File: src/rtl/dispout_pkg.sv
package dispout_pkg;
  localparam int unsigned WORD_W    = 16;
  localparam int unsigned BYTE_W    = 8;
  localparam int unsigned IDLE_POS  = 15;
  localparam int unsigned IEN_POS   = 14;
  localparam logic [WORD_W-1:0] CTRL_ADDR = 16'hFE04;
  localparam logic [WORD_W-1:0] CHAR_ADDR = 16'hFE06;

  // Build the visible control word from the two state bits.
  function automatic logic [WORD_W-1:0] pack_ctrl(input logic idle, input logic ien);
    logic [WORD_W-1:0] w;
    w = '0;
    w[IDLE_POS] = idle;
    w[IEN_POS]  = ien;
    return w;
  endfunction
endpackage

File: src/rtl/dispout_decode.sv
module dispout_decode #(
  parameter int unsigned ADDR_W = 16,
  parameter logic [ADDR_W-1:0] CTRL_AT = 16'hFE04,
  parameter logic [ADDR_W-1:0] CHAR_AT = 16'hFE06
) (
  input  logic [ADDR_W-1:0] addr,
  input  logic              wr,
  input  logic              rd,
  output logic              ctrl_wr_hit,
  output logic              char_wr_hit,
  output logic              ctrl_rd_hit
);
  logic ctrl_sel;
  logic char_sel;

  assign ctrl_sel    = (addr == CTRL_AT);
  assign char_sel    = (addr == CHAR_AT);
  assign ctrl_wr_hit = wr & ctrl_sel;
  assign char_wr_hit = wr & char_sel;
  assign ctrl_rd_hit = rd & ctrl_sel;
endmodule

File: src/rtl/dispout_state.sv
module dispout_state (
  input  logic clk,
  input  logic rst_n,
  input  logic ctrl_wr_hit,
  input  logic ien_in,
  input  logic take_char,
  input  logic done_in,
  output logic idle_q,
  output logic ien_q
);
  always_ff @(posedge clk) begin
    if (!rst_n) begin
      idle_q <= 1'b1;
      ien_q  <= 1'b0;
    end else begin
      if (take_char) begin
        idle_q <= 1'b0;
      end else if (done_in && !idle_q) begin
        idle_q <= 1'b1;
      end
      if (ctrl_wr_hit) begin
        ien_q <= ien_in;
      end
    end
  end
endmodule

File: src/rtl/dispout_txreg.sv
module dispout_txreg #(
  parameter int unsigned CHAR_W = 8
) (
  input  logic              clk,
  input  logic              rst_n,
  input  logic              take_char,
  input  logic [CHAR_W-1:0] char_in,
  output logic              valid_q,
  output logic [CHAR_W-1:0] char_q
);
  always_ff @(posedge clk) begin
    if (!rst_n) begin
      valid_q <= 1'b0;
      char_q  <= '0;
    end else begin
      valid_q <= take_char;
      if (take_char) begin
        char_q <= char_in;
      end
    end
  end
endmodule

File: src/rtl/dispout_port.sv
module dispout_port
  import dispout_pkg::*;
(
  input  logic              clk,
  input  logic              rst_n,
  input  logic [WORD_W-1:0] bus_addr,
  input  logic              bus_wr,
  input  logic              bus_rd,
  input  logic [WORD_W-1:0] bus_wdata,
  output logic [WORD_W-1:0] bus_rdata,
  output logic              irq,
  output logic              dev_valid,
  output logic [BYTE_W-1:0] dev_char,
  input  logic              dev_done
);
  logic ctrl_wr_hit;
  logic char_wr_hit;
  logic ctrl_rd_hit;
  logic idle_q;
  logic ien_q;
  logic take_char;

  dispout_decode #(
    .ADDR_W (WORD_W),
    .CTRL_AT(CTRL_ADDR),
    .CHAR_AT(CHAR_ADDR)
  ) i_decode (
    .addr       (bus_addr),
    .wr         (bus_wr),
    .rd         (bus_rd),
    .ctrl_wr_hit(ctrl_wr_hit),
    .char_wr_hit(char_wr_hit),
    .ctrl_rd_hit(ctrl_rd_hit)
  );

  // A character is taken only while the port is idle.
  assign take_char = char_wr_hit & idle_q;

  dispout_state i_state (
    .clk        (clk),
    .rst_n      (rst_n),
    .ctrl_wr_hit(ctrl_wr_hit),
    .ien_in     (bus_wdata[IEN_POS]),
    .take_char  (take_char),
    .done_in    (dev_done),
    .idle_q     (idle_q),
    .ien_q      (ien_q)
  );

  dispout_txreg #(.CHAR_W(BYTE_W)) i_txreg (
    .clk      (clk),
    .rst_n    (rst_n),
    .take_char(take_char),
    .char_in  (bus_wdata[BYTE_W-1:0]),
    .valid_q  (dev_valid),
    .char_q   (dev_char)
  );

  assign bus_rdata = ctrl_rd_hit ? pack_ctrl(idle_q, ien_q) : '0;
  assign irq       = idle_q & ien_q;
endmodule

File: config.mk
export PLATFORM = sky130hd
export DESIGN_NAME = dispout_port
export DESIGN_NICKNAME = d
export VERILOG_FILES = /design/src/rtl/dispout_pkg.sv /design/src/rtl/dispout_decode.sv /design/src/rtl/dispout_state.sv /design/src/rtl/dispout_txreg.sv /design/src/rtl/dispout_port.sv
export SDC_FILE = /design/constraint.sdc
export NUM_CORES = 1
export LEC_CHECK = 0
export BUFFER_PORTS_ARGS = -buffer_cell sky130_fd_sc_hd__buf_2
export CORE_UTILIZATION = 33
export CTS_CLUSTER_SIZE = 10
export DETAILED_ROUTE_END_ITERATION = 10
export GPL_TIMING_DRIVEN = 0
export PLACE_DENSITY = 0.79
export SLEW_MARGIN = 20
export SYNTH_ARGS = -nofsm -noshare
export SYNTH_HDL_FRONTEND = slang
export SYNTH_HIERARCHICAL = 1
export SYNTH_SLANG_ARGS = --single-unit
export TNS_END_PERCENT = 1
File: constraint.sdc
create_clock -name clk -period 1.34 [get_ports clk]
set_input_delay 0.067 -clock clk [delete_from_list [all_inputs] [get_ports clk]]
set_output_delay 0.067 -clock clk [all_outputs]
set_load 0.02 [all_outputs]
## Yosys cells after proc, flatten, opt, wreduce, memory -nomap -nowiden

Index checks and enable logic that the tools add are counted.

- Flip-flop bits (word level): 11
- Word-level logic and storage cells: 17
- Input port bits: 37

- Reductions and logical operators: 3
- Mux-type cells: 3
- Eq/ne operators: 2
- Bitwise operators: 5

Operator list:

| operator | count |
|---|---|
| $eq 16x16->1 const B | 2 |
| $mux 16 | 1 |
| $and 1x1->1 | 5 |
| $mux 1 | 2 |
| $reduce_bool 2->1 | 1 |
| $logic_and 1x1->1 | 1 |
| $logic_not 1->1 | 1 |

## Logic depth before layout (Yosys ltp)

- Depth after elaboration: 4
- Mapped depth: 7
- Mapped depth without buffers: 6

## Cells and area by module

The synthesis kept the hierarchy.

Modules (own cells, without submodules):

| module | instances | cells each | area each (µm²) | seq. area each (µm²) |
|---|---|---|---|---|
| dispout_txreg | 1 | 27 | 329.1 | 180.2 |
| dispout_port | 1 | 19 | 133.9 | 0.0 |
| dispout_decode | 1 | 9 | 71.3 | 0.0 |
| dispout_state | 1 | 6 | 65.1 | 40.0 |

## Worst setup path after synthesis

Ideal clock, no wire load.

- Kind: input-to-reg
- Start: input port bus_addr[6]
- End: register i_txreg.char_q[0]
- Path buffers: 1
- Data required time: 1.224 ns
- Path slack: 0.157 ns
- Arrival time: 1.067 ns
- Stages: 7
- Cells stage by stage: and4bb_2 nand4_1 nor2_1 and2_1 buf_6 mux2i_1 nor2b_1

- Longest elaborated chain between the ends: 3

Ends and longest elaborated chain:

| element | line | text |
|---|---|---|
| start: declaration | dispout_port.sv:6 | `input logic [WORD_W-1:0] bus_addr,` |
| $eq 16x16->1 | dispout_decode.sv:17 | `assign char_sel = (addr == CHAR_AT);` |
| $and 1x1->1 | dispout_decode.sv:19 | `assign char_wr_hit = wr & char_sel;` |
| via char_wr_hit | dispout_port.sv:17 | `logic char_wr_hit;` |
| $and 1x1->1 | dispout_port.sv:37 | `assign take_char = char_wr_hit & idle_q;` |
| via take_char | dispout_port.sv:21 | `logic take_char;` |
| end signal: assignment | dispout_txreg.sv:18 | `char_q <= char_in;` |
| end: declaration | dispout_txreg.sv:9 | `output logic [CHAR_W-1:0] char_q` |

The timed path passes the listed nets, and every way through them passes these cells.
A chain may end at the register's enable or synchronous reset.

## Worst setup path after layout

- Start: input port bus_addr[8]
- End: register i_txreg.char_q[5]

The elaborated chain is that of the path after synthesis.

==> metrics.log <==
INFO  metric yosys.area.top_type = sky130_fd_sc_hd__dfxtp_1
INFO  metric hold_path_depth = 3
INFO  metric row_count = 15
INFO  metric gr-total-overflow = 0
INFO  metric total_die_area = 1990 µm²
INFO  metric timing_max_transition_violations_final = 0
INFO  metric mostFrequentLayoutCell = sky130_fd_sc_hd__buf_2
INFO  metric global_route.peak_usage_layer = met2
INFO  metric crit_path_end_kind = flop
INFO  metric worstPathArrival = 1.38 ns
INFO  metric area_delta_synth_final = 54.5%
INFO  metric timing.final.crit_period = 1.23 ns
INFO  metric port_buffers = 41
INFO  metric groute.layer.met3.usage = 4.49%
INFO  metric die_h = 44.6 µm
INFO  metric fin_skew = 0.00127 ns
INFO  metric syn-cell-area = 599 µm²
INFO  metric ys_ff_latch = 11
INFO  metric startpoint_class = input pin
INFO  metric whs = 0.0589 ns
INFO  metric routabilityCongestion = 0.620
INFO  metric routed_len_inst = 8.58 µm
INFO  metric floorplan.io_pins = 63
INFO  metric global_route_usage_sum = 12.0%
INFO  metric cts.path.max_buffers = 2
INFO  metric dpl.hpwl = 994 µm
INFO  metric power.leakage = 0.473 nW
INFO  metric syn_avg_cell_area = 9.83 µm²
INFO  metric insertion_delay = 0.26 ns
INFO  metric drt_wl_total = 1.24 mm
INFO  metric setup_repair_after_global_routing_missed_its_margin = yes
INFO  metric place_inst = 140
INFO  metric post-route-worst-setup-slack = 0.113 ns
INFO  metric die_width = 44.6 µm
INFO  metric max_clock_freq = 0.815 GHz
INFO  metric dpl-instance-area = 885 µm²
INFO  metric cts_setup_buffers = 0
INFO  metric grt_antenna_before_repair = 0
INFO  metric power.ir.vdd_worst = 0.393 mV
INFO  metric ys.warnings.count = 6
INFO  metric drt-pass1-iter-count = 2
INFO  metric cts-buffers-inserted = 3
INFO  metric route.vias.total = 570
INFO  metric num_antenna_cells = 0
INFO  metric final_cell_area = 926 µm²
INFO  metric grt_start_max_net_pins = 12
INFO  metric finalHoldViolCount = 0
INFO  metric run_status = complete, no violations
INFO  metric yosys.cell_types.count = 17
INFO  metric placeableCoreArea = 1710 µm²
INFO  metric crit_path_max_fanout = 9
INFO  metric grt_pass1_vias = 469
INFO  metric timing.final.crit_share = 91.5%
INFO  metric synthTopCellsByArea = sky130_fd_sc_hd__dfxtp_1, sky130_fd_sc_hd__buf_4, sky130_fd_sc_hd__mux2i_1, sky130_fd_sc_hd__nor2b_1, sky130_fd_sc_hd__and2_1
INFO  metric seq_area_frac_synth = 36.7%
INFO  metric path_class = in2reg
INFO  metric met2_usage = 22.9%
INFO  metric max_cap_violations = 0
INFO  metric post_route_cells_drive_above_1_share = 53.8%
INFO  metric avgViaCountPerCell = 3.96
INFO  metric cts.sink_count = 11
INFO  metric initial_utilization = 35.1%
INFO  metric dp_slack = -0.143 ns
INFO  metric drcViolationCount = 0
INFO  metric instances_no_fill = 144
INFO  metric p_per_area = 722 nW/µm²
INFO  metric clk_transition_reported_paths = 0.07 ns
INFO  metric synth.top_cell.area_share = 36.7%
INFO  metric synthCells = 61
INFO  metric final_cell_utilization_of_the_core = 54.2%
INFO  metric clockRootBuffer = sky130_fd_sc_hd__clkbuf_4
INFO  metric dr.first_iter.drc_count = 1
INFO  metric cts_tree = yes
INFO  metric setup_viol_count_final = 0
INFO  metric holdCritPathClass = in2reg
INFO  metric highest_count_cells_in_the_layout_ignoring_fill_and_taps = sky130_fd_sc_hd__buf_2, sky130_fd_sc_hd__buf_4, sky130_fd_sc_hd__conb_1
INFO  metric worstRegToRegCells = 4
INFO  metric required = 1.50 ns
INFO  metric nets = 157
INFO  metric ant_nets = 0
INFO  metric grt.met1_usage = 10.9%
INFO  metric grt_pass1_wl = 1.68 mm
INFO  metric htree_levels = 1
area by class of cell:
cell class              instances  area (µm²)
plain buffers                  15         116
clock buffers                   4        26.3
multi-input cells              48         320
fillers                       162         782
well taps                      25        31.3
repair buffers                 41         211
flip-flops and latches         11         220
stage by stage:
step	power [mW]	setup TNS (ns)
floorplan	0.409	0
global placement	0.454	-0.631
detailed placement	0.456	-0.964
CTS	0.678	0
global route	0.703	0
finish	0.669	0
final timing paths:
check	from	end	slack (ns)
max reg2reg	i_state/idle_q	i_txreg/char_q[5]	0.27
min	bus_wdata[0]	i_txreg/char_q[0]	0.06
max	bus_addr[8]	i_txreg/char_q[5]	0.11
min reg2reg	i_txreg/char_q[2]	i_txreg/char_q[2]	0.52
per-layer routing:
metal / wire (µm) / vias up
met1: 483 / 234
li1: - / 292
met4: 0 / 0
met2: 587 / 44
met3: 166 / 0
met5: 0 / -
state kept, by name, summed over array words and instances, names as in the netlist:
register,cells
i_txreg/valid_q,1
i_state/idle_q,1
i_txreg/char_q,8
i_state/ien_q,1
cells by family after synthesis:
family,after synthesis,share of synthesized area (%)
flops,11,36.7
simple gates,24,27.3
buf+inv,15,19.4
other cells,1,0.626
mux,9,15.0
compound gates,1,0.834
cells in the mapped netlist, drive strengths merged:
cell type and count:
nor4 1, and3b 1, nor3b 2, dfxtp 11
and4 1, mux2i 9, nor2b 9, and2 5
buf 15, nand4 1, o21ai 1, conb 1
nor2 2, nand2 1, and4bb 1
where the power goes:
| group | internal (mW) | total, mW | switching, mW |
|---|---|---|---|
| Combinational | 0.0652 | 0.123 | 0.0579 |
| Sequential | 0.327 | 0.327 | 0.00000141 |
| Clock | 0.115 | 0.219 | 0.104 |
what timing repair did:
| item | in CTS | in global routing |
|---|---|---|
| gates resized for setup | 0 | 4 |
| setup endpoints to repair | 0 | 2 |
| hold buffers | 0 | 0 |
critical path, stage by stage:
cell                      delay (ns)
sky130_fd_sc_hd__buf_2          0.10
sky130_fd_sc_hd__nor4_2         0.26
sky130_fd_sc_hd__nand4_1        0.21
sky130_fd_sc_hd__nor2_1         0.13
sky130_fd_sc_hd__and2_1         0.16
sky130_fd_sc_hd__buf_6          0.17
sky130_fd_sc_hd__mux2i_2        0.21
sky130_fd_sc_hd__nor2b_1        0.06
No activity file was read; power rests on OpenSTA's default activity.
